[src/rtl/sarx_pkg.sv]
package sarx_pkg;

   typedef enum logic {
      FMT_DELAYED = 1'b0,
      FMT_LEFTJ   = 1'b1
   } sarx_fmt_e;

   // width of a half-frame position counter that saturates past the word
   function automatic int pos_width(input int word_w);
      return $clog2(word_w + 2) + 1;
   endfunction

endpackage

[src/rtl/sarx_frame_track.sv]
module sarx_frame_track
   import sarx_pkg::*;
#(
   parameter int WORD_W = 24
) (
   input  logic clk,
   input  logic rst_n,
   input  logic lr_i,
   input  logic fmt_i,
   output logic start_o,
   output logic bit_en_o,
   output logic last_o,
   output logic is_left_o
);

   localparam int CW  = pos_width(WORD_W);
   localparam int SAT = WORD_W + 1;
   localparam logic [CW-1:0] SAT_C  = CW'(SAT);
   localparam logic [CW-1:0] WORD_C = CW'(WORD_W);
   localparam logic [CW-1:0] ONE_C  = CW'(1);

   logic            primed_q;
   logic            prev_lr_q;
   sarx_fmt_e       mode_q;
   logic            left_q;
   logic [CW-1:0]   cnt_q;

   sarx_fmt_e       mode_now;
   logic [CW-1:0]   pos;
   logic [CW-1:0]   lo;
   logic            left_now;

   always_comb begin
      start_o  = primed_q && (lr_i != prev_lr_q);
      mode_now = start_o ? sarx_fmt_e'(fmt_i) : mode_q;
      pos      = start_o ? '0 : cnt_q;
      left_now = start_o ? ((fmt_i == FMT_LEFTJ) ? lr_i : ~lr_i) : left_q;
      lo       = (mode_now == FMT_LEFTJ) ? '0 : ONE_C;
      bit_en_o = (pos >= lo) && (pos < lo + WORD_C);
      last_o   = bit_en_o && (pos == lo + WORD_C - ONE_C);
      is_left_o = left_now;
   end

   always_ff @(posedge clk or negedge rst_n) begin
      if (!rst_n) begin
         primed_q  <= 1'b0;
         prev_lr_q <= 1'b0;
         mode_q    <= FMT_LEFTJ;
         left_q    <= 1'b0;
         cnt_q     <= SAT_C;
      end else begin
         primed_q  <= 1'b1;
         prev_lr_q <= lr_i;
         if (start_o) begin
            cnt_q  <= ONE_C;
            mode_q <= mode_now;
            left_q <= left_now;
         end else if (cnt_q != SAT_C) begin
            cnt_q <= cnt_q + ONE_C;
         end
      end
   end

   AST_IDLE_UNTIL_EDGE: assert property (@(posedge clk) disable iff (!rst_n)
      !primed_q |-> !bit_en_o);
   AST_NO_BIT_AFTER_LAST: assert property (@(posedge clk) disable iff (!rst_n)
      last_o |=> (!bit_en_o || start_o));
   AST_MODE_HELD_MIDFRAME: assert property (@(posedge clk) disable iff (!rst_n)
      !start_o |=> $stable(mode_q));

endmodule

[src/rtl/sarx_word_shift.sv]
module sarx_word_shift #(
   parameter int WORD_W = 24
) (
   input  logic              clk,
   input  logic              rst_n,
   input  logic              sd_i,
   input  logic              bit_en_i,
   input  logic              last_i,
   output logic [WORD_W-1:0] word_o,
   output logic              done_o
);

   localparam int SH_W = WORD_W - 1;

   logic [SH_W-1:0] sh_q;

   always_ff @(posedge clk or negedge rst_n) begin
      if (!rst_n)
         sh_q <= '0;
      else if (bit_en_i)
         sh_q <= {sh_q[SH_W-2:0], sd_i};
   end

   assign word_o = {sh_q, sd_i};
   assign done_o = bit_en_i && last_i;

   AST_DONE_SPACED: assert property (@(posedge clk) disable iff (!rst_n)
      done_o |=> !done_o);

endmodule

[src/rtl/sarx_pair_out.sv]
module sarx_pair_out #(
   parameter int WORD_W = 24
) (
   input  logic              clk,
   input  logic              rst_n,
   input  logic              start_i,
   input  logic              is_left_i,
   input  logic              done_i,
   input  logic [WORD_W-1:0] word_i,
   output logic [WORD_W-1:0] left_o,
   output logic              left_vld_o,
   output logic [WORD_W-1:0] right_o,
   output logic              right_vld_o
);

   localparam int NCH = 2;

   logic [WORD_W-1:0] data_q [NCH];
   logic              have_left_q;
   logic              lv_q;
   logic              rv_q;

   for (genvar c = 0; c < NCH; c++) begin : g_ch
      localparam logic IS_L = (c == 0);
      always_ff @(posedge clk or negedge rst_n) begin
         if (!rst_n)
            data_q[c] <= '0;
         else if (done_i && (is_left_i == IS_L))
            data_q[c] <= word_i;
      end
   end

   always_ff @(posedge clk or negedge rst_n) begin
      if (!rst_n) begin
         have_left_q <= 1'b0;
         lv_q        <= 1'b0;
         rv_q        <= 1'b0;
      end else begin
         lv_q <= done_i && is_left_i;
         rv_q <= done_i && !is_left_i && have_left_q;
         if (done_i)
            have_left_q <= is_left_i;
         else if (start_i && is_left_i)
            have_left_q <= 1'b0;
      end
   end

   assign left_o      = data_q[0];
   assign right_o     = data_q[1];
   assign left_vld_o  = lv_q;
   assign right_vld_o = rv_q;

   AST_LEFT_ONE_CYCLE: assert property (@(posedge clk) disable iff (!rst_n)
      left_vld_o |=> !left_vld_o);
   AST_LEFT_HELD: assert property (@(posedge clk) disable iff (!rst_n)
      !left_vld_o |-> $stable(left_o));
   AST_STROBES_APART: assert property (@(posedge clk) disable iff (!rst_n)
      !(left_vld_o && right_vld_o));
   AST_RIGHT_NEEDS_LEFT: assert property (@(posedge clk) disable iff (!rst_n)
      right_vld_o |-> $past(have_left_q));

endmodule

[src/rtl/serial_audio_rx.sv]
module serial_audio_rx #(
   parameter int WORD_W = 24
) (
   input  logic              bit_clk,
   input  logic              rst_n,
   input  logic              frame_clk,
   input  logic              ser_data,
   input  logic              fmt_left_just,
   output logic [WORD_W-1:0] left_sample,
   output logic              left_strobe,
   output logic [WORD_W-1:0] right_sample,
   output logic              right_strobe
);

   if (WORD_W < 3) begin : g_bad_width
      $error("serial_audio_rx: WORD_W must be at least 3");
   end

   logic              start;
   logic              bit_en;
   logic              last;
   logic              is_left;
   logic              done;
   logic [WORD_W-1:0] word;

   sarx_frame_track #(.WORD_W(WORD_W)) u_track (
      .clk       (bit_clk),
      .rst_n     (rst_n),
      .lr_i      (frame_clk),
      .fmt_i     (fmt_left_just),
      .start_o   (start),
      .bit_en_o  (bit_en),
      .last_o    (last),
      .is_left_o (is_left)
   );

   sarx_word_shift #(.WORD_W(WORD_W)) u_shift (
      .clk      (bit_clk),
      .rst_n    (rst_n),
      .sd_i     (ser_data),
      .bit_en_i (bit_en),
      .last_i   (last),
      .word_o   (word),
      .done_o   (done)
   );

   sarx_pair_out #(.WORD_W(WORD_W)) u_out (
      .clk         (bit_clk),
      .rst_n       (rst_n),
      .start_i     (start),
      .is_left_i   (is_left),
      .done_i      (done),
      .word_i      (word),
      .left_o      (left_sample),
      .left_vld_o  (left_strobe),
      .right_o     (right_sample),
      .right_vld_o (right_strobe)
   );

   AST_RESET_QUIET: assert property (@(posedge bit_clk)
      !rst_n |=> (!left_strobe && !right_strobe));

endmodule

[config.mk]
export PLATFORM = sky130hd
export DESIGN_NAME = serial_audio_rx
export DESIGN_NICKNAME = d
export VERILOG_FILES = /design/src/rtl/sarx_pkg.sv /design/src/rtl/sarx_frame_track.sv /design/src/rtl/sarx_word_shift.sv /design/src/rtl/sarx_pair_out.sv /design/src/rtl/serial_audio_rx.sv
export SDC_FILE = /design/constraint.sdc
export NUM_CORES = 1
export LEC_CHECK = 0
export ABC_AREA = 1
export BUFFER_PORTS_ARGS = -buffer_cell sky130_fd_sc_hd__buf_4
export CORE_MARGIN = 5
export CORE_UTILIZATION = 51
export CTS_CLUSTER_SIZE = 25
export DETAILED_ROUTE_END_ITERATION = 6
export PLACE_DENSITY = 0.75
export SYNTH_ARGS = -nofsm -noshare
export SYNTH_HDL_FRONTEND = slang
export SYNTH_SLANG_ARGS = --single-unit
[constraint.sdc]
create_clock -name bit_clk -period 1.9 [get_ports bit_clk]
set_input_delay 0.095 -clock bit_clk [delete_from_list [all_inputs] [get_ports bit_clk]]
set_output_delay 0.095 -clock bit_clk [all_outputs]
set_load 0.02 [all_outputs]
==> impl_metrics.py <==
metrics = {
    "status": {
        "status": "finished, violations left",
        "violations": "negative setup slack",
    },
    "route": {
        "first_pass_iters": 5,
        "wl_per_cell_um": 16.64,
        "wl_mm": 9.786,
        "via_per_inst": 5.400,
        "drcViolationCount": 0,
        "drtAntennaViolNets": 0,
        "drt_iter0_markers": 267,
        "via_count": 3175,
    },
    "synthesis": {
        "ys_seq_area_share_pct": 56.82,
        "synth_cell_types": 31,
        "yosysWarnings": 0,
        "netlist.area_leader.share_pct": 53.98,
        "synth_area_um2": 3709,
        "synth-compound-area-share_pct": 2.328,
        "yosys.area_share.simple_pct": 32.05,
        "synth_area_leaders": "dfrtp_1, nand2_1, nand4_1",
        "synth-adder-area-share_pct": 1.012,
        "ys_ff_latch": 84,
        "synth_nets": 410,
        "synthMuxAreaShare_pct": 0,
        "avgSynthCellArea_um2": 9.225,
        "synth-xor-area-share_pct": 0.2362,
        "synth_top_cell_by_area": "dfrtp_1",
        "netlist_instances": 402,
        "synth_top_family_by_area": "simple AND/OR/NAND/NOR gates",
    },
    "setup_path": {
        "r2r_cells": 15,
        "cp_max_fo": 10,
        "endpoint": "u_out.right_o[21]",
        "reg2reg_from": "u_track.prev_lr_q",
        "crit_slowest_cell": "dfrtp_1",
        "arrival_ns": 2.38,
        "critPathKind": "register to register",
        "crit_path_frequent_cell": "nand2_2",
        "slowest_delay_ns": 0.40,
        "worst_setup_path_end_kind": "register",
        "r2r_end": "u_out.right_o[21]",
        "required_ns": 2.20,
        "cp_cell_sequence": "inv_1, nand2_2, nand3_4, nand2_2, nand2_2, inv_2, ha_4, a21oi_2, nand2_1, nand2_2, nor2_4, buf_6, bufbuf_16, nand4_1, nand2_1",
        "critPathLaunchType": "register",
        "rrSetupSlack_ns": -0.19,
        "startpoint": "u_track.prev_lr_q",
    },
    "sta": {
        "rsz0062_at_grt": "true",
        "setup_ws_ns": -0.1851,
        "slew_violations": 0,
        "min_period_ns": 2.085,
        "setup_viol": 74,
        "finClkSkew_ns": 0.006992,
        "timing.fmax_mhz": 479.6,
        "period_share_pct": 109.7,
        "finalHoldViolCount": 0,
    },
    "power": {
        "combinationalPowerShare_pct": 33.4,
        "internal_power_w": 0.003715,
        "swShare_pct": 37.64,
        "p_sw_w": 0.002242,
        "power_frac_seq_pct": 44.7,
        "vdd_ir_drop_max_v": 0.0007689,
        "p_leak_nw": 2.726,
        "cellPowerDensity_nw_per_um2": 1194,
        "power.share.clock_pct": 21.8,
    },
    "die": {
        "die_w_um": 95.28,
        "io_pins": 55,
        "start_util_pct": 51.68,
        "num_rows": 31,
        "die-area_um2": 9077,
        "fp.coreArea_um2": 7176,
        "dieHeight_um": 95.28,
    },
    "layout": {
        "ff_latch_area_um2": 2107,
        "num_antenna_cells": 0,
        "final_nets": 492,
        "stdcell_area_um2": 4991,
        "multiInputGateArea_um2": 1506,
        "syn_to_final_growth_pct": 34.58,
        "drive_above_1_share_pct": 37.63,
        "final_cell_mix": "nand2_1, dfrtp_1, buf_4",
        "final_common_cell": "nand2_1",
        "n_fill_cell": 528,
    },
    "place": {
        "post-place-ws_ns": -0.1619,
        "place.gp.congestion": 0.8041,
        "dpl_cell_area_um2": 4254,
        "place_hpwl_mm": 5.385,
        "port_buffers": 54,
    },
    "global_route": {
        "grt_usage_pct": 21.73,
        "use_met1_pct": 30.40,
        "use_met2_pct": 33.41,
        "busiest_layer": "met2",
        "grt_pass1_wl_mm": 15.09,
        "antenna_found_initial": 0,
        "grt_max_degree": 58,
        "grt_pass1_vias": 3059,
        "grt.met3_usage_pct": 4.104,
        "overflow": 0,
    },
    "clocking": {
        "cts_num_sinks": 84,
        "numCtsBuffers": 9,
        "clockBufferDepth": 2,
        "clk_latency_ns": 0.35,
        "path_clk_slew_ns": 0.09,
        "htree_levels": 3,
        "cts_tree": "built",
        "cts_root_buffer": "clkbuf_8",
    },
    "hold_path": {
        "hold_class": "input pin to asynchronous set/reset pin",
    },
    "flow_run": {
        "maxCapViolCount": 0,
    },
}
-- state kept, by name (all words and copies together) (netlist names) --
register and flops:
u_track.left_q 1, u_track.mode_q 1, u_track.primed_q 1, u_out.left_o 24, u_track.prev_lr_q 1, u_out.have_left_q 1
u_out.left_vld_o 1, u_shift.sh_q 23, u_out.right_vld_o 1, u_out.right_o 24, u_track.cnt_q 6
-- cells in the mapped netlist --
library cell    n
a21boi_1        1
a21oi_1         3
a31o_2          1
buf_2           6
buf_4           4
buf_6          10
buf_8           2
clkbuf_1        3
conb_1          1
dfrtp_1        80
dfstp_2         4
ha_1            3
inv_1          12
inv_2           3
inv_4           1
nand2_1       185
nand2_2         2
nand3_1         4
nand3_2         1
nand3_4         3
nand4_1        51
nor2_1          8
nor2_2          3
nor2_4          1
nor2_8          1
o21ai_0         3
o21ai_1         2
o21ai_4         1
o22ai_1         1
o31ai_1         1
xnor2_1         1
-- metal layers --
metal | part of all wire, % | vias up | wire, um
li1 | - | 1482 | -
met1 | 43 | 1550 | 4207
met2 | 49 | 125 | 4813
met3 | 5.9 | 18 | 573
met4 | 2.0 | 0 | 191
met5 | 0 | - | 0
-- worst max-delay path: cells and delay by family, from the launching register on --
kind                     cells  cell delay [ns]
AND/OR/NAND/NOR              9             0.79
adder cells (fa/ha/maj)      1             0.27
buffers and inverters        4             0.52
AO/OA/AOI/OAI                1             0.03
flip-flops                   1             0.40
-- cell type report --
type | count | area share [%]
clock inverters | 6 | 1.429
repair inverters | 3 | 0.7771
inverters | 16 | 1.529
multi-input cells | 277 | 30.18
clock buffers | 10 | 2.557
repair buffers | 93 | 18.83
well taps | 99 | 2.482
flip-flops and latches | 84 | 42.22
-- power groups by stage --
stage,clock network [W],logic (W),registers [W]
floorplan,0,0.000847,0.00268
global placement,0,0.00138,0.00260
detailed placement,0,0.00143,0.00261
CTS,0.00131,0.00179,0.00261
global route,0.00142,0.00216,0.00272
finish,0.00130,0.00199,0.00266
-- how the worst min path moves through the flow --
stage               start                end  cells after the start
global placement    rst_n    u_out.left_o[5]                      1
CTS                 rst_n    u_out.left_o[4]                      2
finish              rst_n  u_track.prev_lr_q                      2
detailed placement  rst_n    u_out.left_o[4]                      1
floorplan           rst_n  u_out.have_left_q                      0
global route        rst_n    u_out.left_o[3]                      2
-- cell families (layout without fill, tap and decap cells) --
logic type                 count (synthesis)  count (layout)
AOI/OAI and AO/OA                         13              13
DFF                                       84              84
adders and majority gates                  3               3
xor gates and xnor gates                   1               1
other                                      1               1
buffers and inverters                     41             128
and+or+nand+nor                          259             259
-- per-stage QoR --
stage	setup TNS [ns]	hold slack, ns	instances	utilization, %	power (W)
finish	-9.706	0.1957	588	69.56	0.005957
global route	-17.39	0.2316	588	69.56	0.006292
CTS	-5.238	0.1928	583	66.99	0.005718
detailed placement	-6.808	0.04064	550	59.29	0.004038
global placement	-3.392	0.03117	550	59.29	0.003978
floorplan	0	-0.2006	402	-	0.003525
-- timing repair --
item                                    4_1_cts  5_1_grt
pin swaps                                     6       13
endpoints found under the setup margin       73       74
buffers inserted                              7        2
hold endpoints to repair                     29        0
hold buffers                                  3        0
gates cloned                                  7        3
gates resized for setup                      45       34
(Power assumes the default switching activity.)
